## src/rtl/shr_pkg.sv

```systemverilog
package shr_pkg;

   typedef enum logic [1:0] {
      SHR_KEEP     = 2'b00,
      SHR_TO_MSB   = 2'b01,
      SHR_TO_LSB   = 2'b10,
      SHR_CAPTURE  = 2'b11
   } shr_mode_e;

endpackage

```

## src/rtl/shr_mode_decode.sv

```systemverilog
module shr_mode_decode
   import shr_pkg::*;
(
   input  logic [1:0] sel,
   input  logic       en_a_n,
   input  logic       en_b_n,
   output shr_mode_e  mode,
   output logic       drive_ok
);

   always_comb begin
      mode = shr_mode_e'(sel);
   end

   // the capture action always releases the bus so that outside data can be sampled
   always_comb begin
      drive_ok = ~en_a_n & ~en_b_n & (mode != SHR_CAPTURE);
   end

endmodule

```

## src/rtl/shr_next_value.sv

```systemverilog
module shr_next_value
   import shr_pkg::*;
#(
   parameter int WIDTH = 8
) (
   input  shr_mode_e          mode,
   input  logic [WIDTH-1:0]   cur,
   input  logic               fill_lo,
   input  logic               fill_hi,
   input  logic [WIDTH-1:0]   par_in,
   output logic [WIDTH-1:0]   nxt
);

   localparam int TOP = WIDTH - 1;

   for (genvar i = 0; i < WIDTH; i++) begin : g_bit
      logic from_below;
      logic from_above;

      if (i == 0) begin : g_lo_edge
         assign from_below = fill_lo;
      end else begin : g_lo_inner
         assign from_below = cur[i-1];
      end

      if (i == TOP) begin : g_hi_edge
         assign from_above = fill_hi;
      end else begin : g_hi_inner
         assign from_above = cur[i+1];
      end

      always_comb begin
         unique case (mode)
            SHR_KEEP:    nxt[i] = cur[i];
            SHR_TO_MSB:  nxt[i] = from_below;
            SHR_TO_LSB:  nxt[i] = from_above;
            SHR_CAPTURE: nxt[i] = par_in[i];
            default:     nxt[i] = cur[i];
         endcase
      end
   end

endmodule

```

## src/rtl/shr_store.sv

```systemverilog
module shr_store #(
   parameter int WIDTH = 8
) (
   input  logic             clk,
   input  logic             rst_n,
   input  logic [WIDTH-1:0] d,
   output logic [WIDTH-1:0] q
);

   always_ff @(posedge clk or negedge rst_n) begin
      if (!rst_n) begin
         q <= '0;
      end else begin
         q <= d;
      end
   end

endmodule

```

## src/rtl/shr_bus_drive.sv

```systemverilog
module shr_bus_drive #(
   parameter int WIDTH     = 8,
   parameter bit IDLE_ZERO = 1'b1
) (
   input  logic [WIDTH-1:0] q,
   input  logic             drive_ok,
   output logic [WIDTH-1:0] bus_out,
   output logic             bus_oe
);

   assign bus_oe = drive_ok;

   if (IDLE_ZERO) begin : g_gated
      // quiet data lines while released: less toggling into the pad ring
      assign bus_out = drive_ok ? q : '0;
   end else begin : g_open
      assign bus_out = q;
   end

endmodule

```

## src/rtl/univ_shift_bank.sv

```systemverilog
module univ_shift_bank
   import shr_pkg::*;
#(
   parameter int WIDTH     = 8,
   parameter bit IDLE_ZERO = 1'b1
) (
   input  logic             clk,
   input  logic             rst_n,
   input  logic [1:0]       mode_sel,
   input  logic             ser_in_lo,
   input  logic             ser_in_hi,
   input  logic             oe_a_n,
   input  logic             oe_b_n,
   input  logic [WIDTH-1:0] bus_in,
   output logic [WIDTH-1:0] bus_out,
   output logic             bus_oe,
   output logic             tail_lo,
   output logic             tail_hi
);

   localparam int TOP = WIDTH - 1;

   if (WIDTH < 2) begin : g_bad_width
      $error("univ_shift_bank: WIDTH must be at least 2");
   end

   shr_mode_e        mode;
   logic             drive_ok;
   logic [WIDTH-1:0] nxt;
   logic [WIDTH-1:0] q;

   shr_mode_decode u_decode (
      .sel      (mode_sel),
      .en_a_n   (oe_a_n),
      .en_b_n   (oe_b_n),
      .mode     (mode),
      .drive_ok (drive_ok)
   );

   shr_next_value #(.WIDTH(WIDTH)) u_next (
      .mode    (mode),
      .cur     (q),
      .fill_lo (ser_in_lo),
      .fill_hi (ser_in_hi),
      .par_in  (bus_in),
      .nxt     (nxt)
   );

   shr_store #(.WIDTH(WIDTH)) u_store (
      .clk   (clk),
      .rst_n (rst_n),
      .d     (nxt),
      .q     (q)
   );

   shr_bus_drive #(.WIDTH(WIDTH), .IDLE_ZERO(IDLE_ZERO)) u_drive (
      .q        (q),
      .drive_ok (drive_ok),
      .bus_out  (bus_out),
      .bus_oe   (bus_oe)
   );

   assign tail_lo = q[0];
   assign tail_hi = q[TOP];

endmodule

```

## config.mk

```make
export PLATFORM = sky130hd
export DESIGN_NAME = univ_shift_bank
export DESIGN_NICKNAME = d
export VERILOG_FILES = /design/src/rtl/shr_pkg.sv /design/src/rtl/shr_mode_decode.sv /design/src/rtl/shr_next_value.sv /design/src/rtl/shr_store.sv /design/src/rtl/shr_bus_drive.sv /design/src/rtl/univ_shift_bank.sv
export SDC_FILE = /design/constraint.sdc
export NUM_CORES = 1
export LEC_CHECK = 0
export BUFFER_PORTS_ARGS = -buffer_cell sky130_fd_sc_hd__buf_4
export CORE_AREA = 2 2 39 41
export CTS_BUF_LIST = sky130_fd_sc_hd__clkbuf_8
export CTS_CLUSTER_SIZE = 24
export DETAILED_ROUTE_END_ITERATION = 12
export DIE_AREA = 0 0 41 43
export PLACE_DENSITY = 0.71
export REMOVE_ABC_BUFFERS = 1
export SETUP_SLACK_MARGIN = 0.02
export SLEW_MARGIN = 20
export SYNTH_ARGS = -nofsm -noshare
export SYNTH_HDL_FRONTEND = slang
export SYNTH_HIERARCHICAL = 1
export SYNTH_SLANG_ARGS = --single-unit
```

## constraint.sdc

```tcl
create_clock -name clk -period 1.2 [get_ports clk]
set_clock_uncertainty 0.2 [all_clocks]
set_input_delay 0.18 -clock clk [delete_from_list [all_inputs] [get_ports clk]]
set_output_delay 0.18 -clock clk [all_outputs]
set_load 0.03 [all_outputs]
```

# After elaboration in Yosys (flattened, before gate mapping)
# Cells that the tools add are included.
dict set report totals {
  register_bits 8
  elab_cells 19
}
dict set report op_classes {
  eq_ne 4
  muxes 9
  bitwise_logic 4
  reduce_logical 1
}
# op n
set op_table {}
lappend op_table {{$pmux W1 S3} 8}
lappend op_table {{$mux W8} 1}
lappend op_table {{$eq A2 B2 Y1 const B} 2}
lappend op_table {{$and A1 B1 Y1} 2}
lappend op_table {{$eq A2 B1 Y1 const B} 1}
lappend op_table {{$logic_not A2 Y1} 1}
lappend op_table {{$ne A2 B2 Y1 const B} 1}
lappend op_table {{$not A1 Y1} 2}

# Depth between registers and ports, before layout
dict set report logic_depth {
  ltp_word 4
  ltp_mapped 3
  mapped_depth_nobuf 2
}

# Cells and area by module
# Netlist, hierarchy kept.
# mod n_inst cells_each area_each_um2 seq_area_each_um2
set by_module_without_submodules {}
lappend by_module_without_submodules {shr_next_value 1 10 202.7 0.0}
lappend by_module_without_submodules {shr_store 1 8 200.2 200.2}
lappend by_module_without_submodules {shr_bus_drive 1 9 57.6 0.0}
lappend by_module_without_submodules {shr_mode_decode 1 3 27.5 0.0}

# Least setup slack after synthesis
# No wires, ideal clock.
dict set report synth_timing {
  path_type {reg2reg}
  from {reg, netlist name u_store/q[0]}
  to {reg u_store.q[0]}
  arrival_ns 0.952
  required_ns 0.861
  setup_slack_ns -0.091
  stages_incl_launch_ff 2
  synth_period_minus_slack_ns 1.291
  path_cell_list {dfrtp_1 mux4_2}
}
# element line
set synth_lines {}
lappend synth_lines {{end signal, assigned} shr_store.sv:12} ;# q <= '0;
lappend synth_lines {{end signal, assigned} shr_store.sv:14} ;# q <= d;
lappend synth_lines {{end, declared} shr_store.sv:7} ;# output logic [WIDTH-1:0] q

# Final worst setup path
dict set report layout_timing {
  from {in mode_sel[0]}
  to {out bus_out[5]}
}
dict set report layout_via {
  elab_chain_cells 3
}
# element line
set layout_rtl {}
lappend layout_rtl {{start, declared} univ_shift_bank.sv:9} ;# input logic [1:0] mode_sel,
lappend layout_rtl {{$ne A2 B2 Y1} shr_mode_decode.sv:17} ;# drive_ok = ~en_a_n & ~en_b_n & (mode != SHR_CAPTURE);
lappend layout_rtl {{$and A1 B1 Y1} shr_mode_decode.sv:17}
lappend layout_rtl {{$mux W8} shr_bus_drive.sv:15} ;# assign bus_out = drive_ok ? q : '0;
lappend layout_rtl {{end, declared} univ_shift_bank.sv:15} ;# output logic [WIDTH-1:0] bus_out,
# Every way passes these cells.

==> qor.yml <==
synthesis:
  syn-cell-area_sq_um: 488
  synth_top_area_frac: 0.410
  synth_enable_flop_cells: 0
  yosysTopAreaCell: "dfrtp_1"
  synth_ff_type: "dfrtp_1"
  synth_area_leaders: "dfrtp_1 41%, mux4_2 37%, and2_1 10%, buf_4 4.6%, buf_6 4.6%"
  ys_top_cells_by_count: "8 x and2_1, 8 x dfrtp_1, 8 x mux4_2"
  postSynthCellCount: 30
  ys_ff_latch: 8
  syn_avg_cell_area_sq_um: 16.3
  synth_cell_type_count: 6
  yosys_warnings: 6
  async_flop_share: 1.00
  ys_seq_area_frac: 0.410
flow_run:
  maxCapViolCount: 0
sta:
  drv_slew: 0
  layout_setup_ws_ps: -135
  period_share: 1.11
  fin_crit_ps: 1340
  fmaxAchievable_mhz: 749
  tightest_slew_ps: 208
  hold_viol: 0
  setup-violations-final: 13
  rsz0062_at_grt: "yes"
  slew_headroom: 0.861
run_status:
  failed_checks: "negative setup slack"
  outcome: "complete, but fails checks"
final_layout:
  final_util: 0.608
  top_regs: "u_store/q x8"
  drive_above_1_share: 0.852
  fin_nets: 79
  max_flop_register: "u_store/q"
  finalInstanceArea_sq_um: 842
  synthToLayoutAreaGrowth_pct: 72.6
  largest_register_ff_count: 8
  n_antenna_cell: 0
routing:
  wirelength_mm: 1.04
  wl_met3_um: 62
  vias_per_cell: 5.03
  drc: 0
  met1_length_um: 412
  drt_pre_antenna_iters: 2
  wl_per_cell_um: 13.4
  dr_total_vias: 387
  maxUsedRoutingLayer: "met4"
  dr_wl_met2_um: 545
  postRouteAntennaNets: 0
  first_iter_violations: 1
clocking:
  root_buffer: "clkbuf_8"
  numClockSinks: 8
  clock_latency_ps: 230
  cts_made_buffers: 3
  htreeDepth: 1
  path_clk_slew_ps: 40
  clockBufferDepth: 2
  cts_tree: "done"
global_routing:
  grt_usage: 0.139
  grt_pass1_wl_mm: 1.58
  grt_max_degree: 9
  grt_antenna_before_repair: 0
  grt_remaining_overflow: 0
  grt_pass1_vias: 391
worst_setup_path:
  cp_max_fo: 8
  worstSetupEndpointType: "output pin"
  worstPathRequired_ps: 820
  path_class: "input pin to output pin"
  critPathLaunchType: "input pin"
  cp.arrival_ps: 960
power:
  finalPower_uw: 1080
  powerDensity_nw_per_um2: 1280
  vdd_drop_max_mv: 0.734
  leakage_uw: 0.000383
place:
  gp_congestion: 0.706
  dpl-instance-area_sq_um: 688
  dp_slack_ps: -190
  io_buffers: 26
floorplan:
  die_w_um: 41
  die_area_sq_um: 1760
  fp.dieH_um: 43
  design.core.area_sq_um: 1380
  rows: 14
  ios: 27
  start_util: 0.353
hold_path:
  hold_class: "input pin to flop"
-- what timing repair did --
action,4_1_cts,5_1_grt
setup endpoints to repair,17,19
setup buffers,2,2
hold buffers,1,0
resized for setup,21,5
pin swaps,1,1
hold endpoints to repair,8,0
-- report_power, final --
| group | internal, uW | total, uW | switching [uW] |
|---|---|---|---|
| Combinational | 233 | 366 | 133 |
| Sequential | 330 | 395 | 65.4 |
| Clock | 217 | 321 | 104 |
| Total | 780 | 1080 | 302 |
-- logic make-up (layout without fill, tap and decap cells) --
| group | Yosys count | after routing | share of synthesized area |
|---|---|---|---|
| AO/OA/AOI/OAI | 1 | 1 | 0.0256 |
| buffers and inverters | 5 | 36 | 0.0923 |
| flip-flops | 8 | 8 | 0.410 |
| multiplexers | 8 | 8 | 0.369 |
| AND/OR/NAND/NOR | 8 | 8 | 0.103 |
-- path summary, 6_finish.rpt --
check | from | end | slack, ps | cells past startpoint
worst max-delay path | mode_sel[0] | bus_out[5] | -140 | 5
worst min-delay path | bus_in[0] | u_store/q[0] | 70 | 2
worst max register to register | u_store/q[4] | u_store/q[5] | -10 | 1
worst min register to register | u_store/q[5] | u_store/q[6] | 440 | 1
max in group asynchronous | rst_n | u_store/q[7] | 550 | 2
min in group asynchronous | rst_n | u_store/q[0] | 120 | 2
-- worst max-delay path, stage by stage --
cell	delay [ps]
buf_6	100
a211oi_4	250
buf_6	160
and2_4	140
buf_6	120
-- per-layer routing --
metal / vias to the layer above / GRT usage
li1: 174 / -
met2: 20 / 0.203
met1: 191 / 0.167
met3: 2 / 0.0366
met5: - / 0
met4: 0 / 0.100
-- layout make-up --
type                       count  area, sq um
clock buffer                   3         41.3
fill                         130          542
multi-input combinational     17          270
sequential                     8          200
tap                           16         20.0
timing repair buffer          33          310
-- stage by stage --
| step | cells | setup TNS [ps] | hold slack, ps |
|---|---|---|---|
| floorplan | 25 | -3550 | -316 |
| global placement | 71 | -1800 | -197 |
| detailed placement | 71 | -2130 | -197 |
| CTS | 77 | -1220 | 67.2 |
| global route | 77 | -1660 | 76.2 |
| finish | 77 | -1120 | 70.0 |
-- cell usage in the layout (no fill, tap or decap) --
cell,n
mux4_2,8
clkbuf_8,3
buf_6,16
dfrtp_1,8
buf_4,16
and2_4,8
dlygate4sd3_1,1
a211oi_4,1
Power figures use the tool's default switching activity.
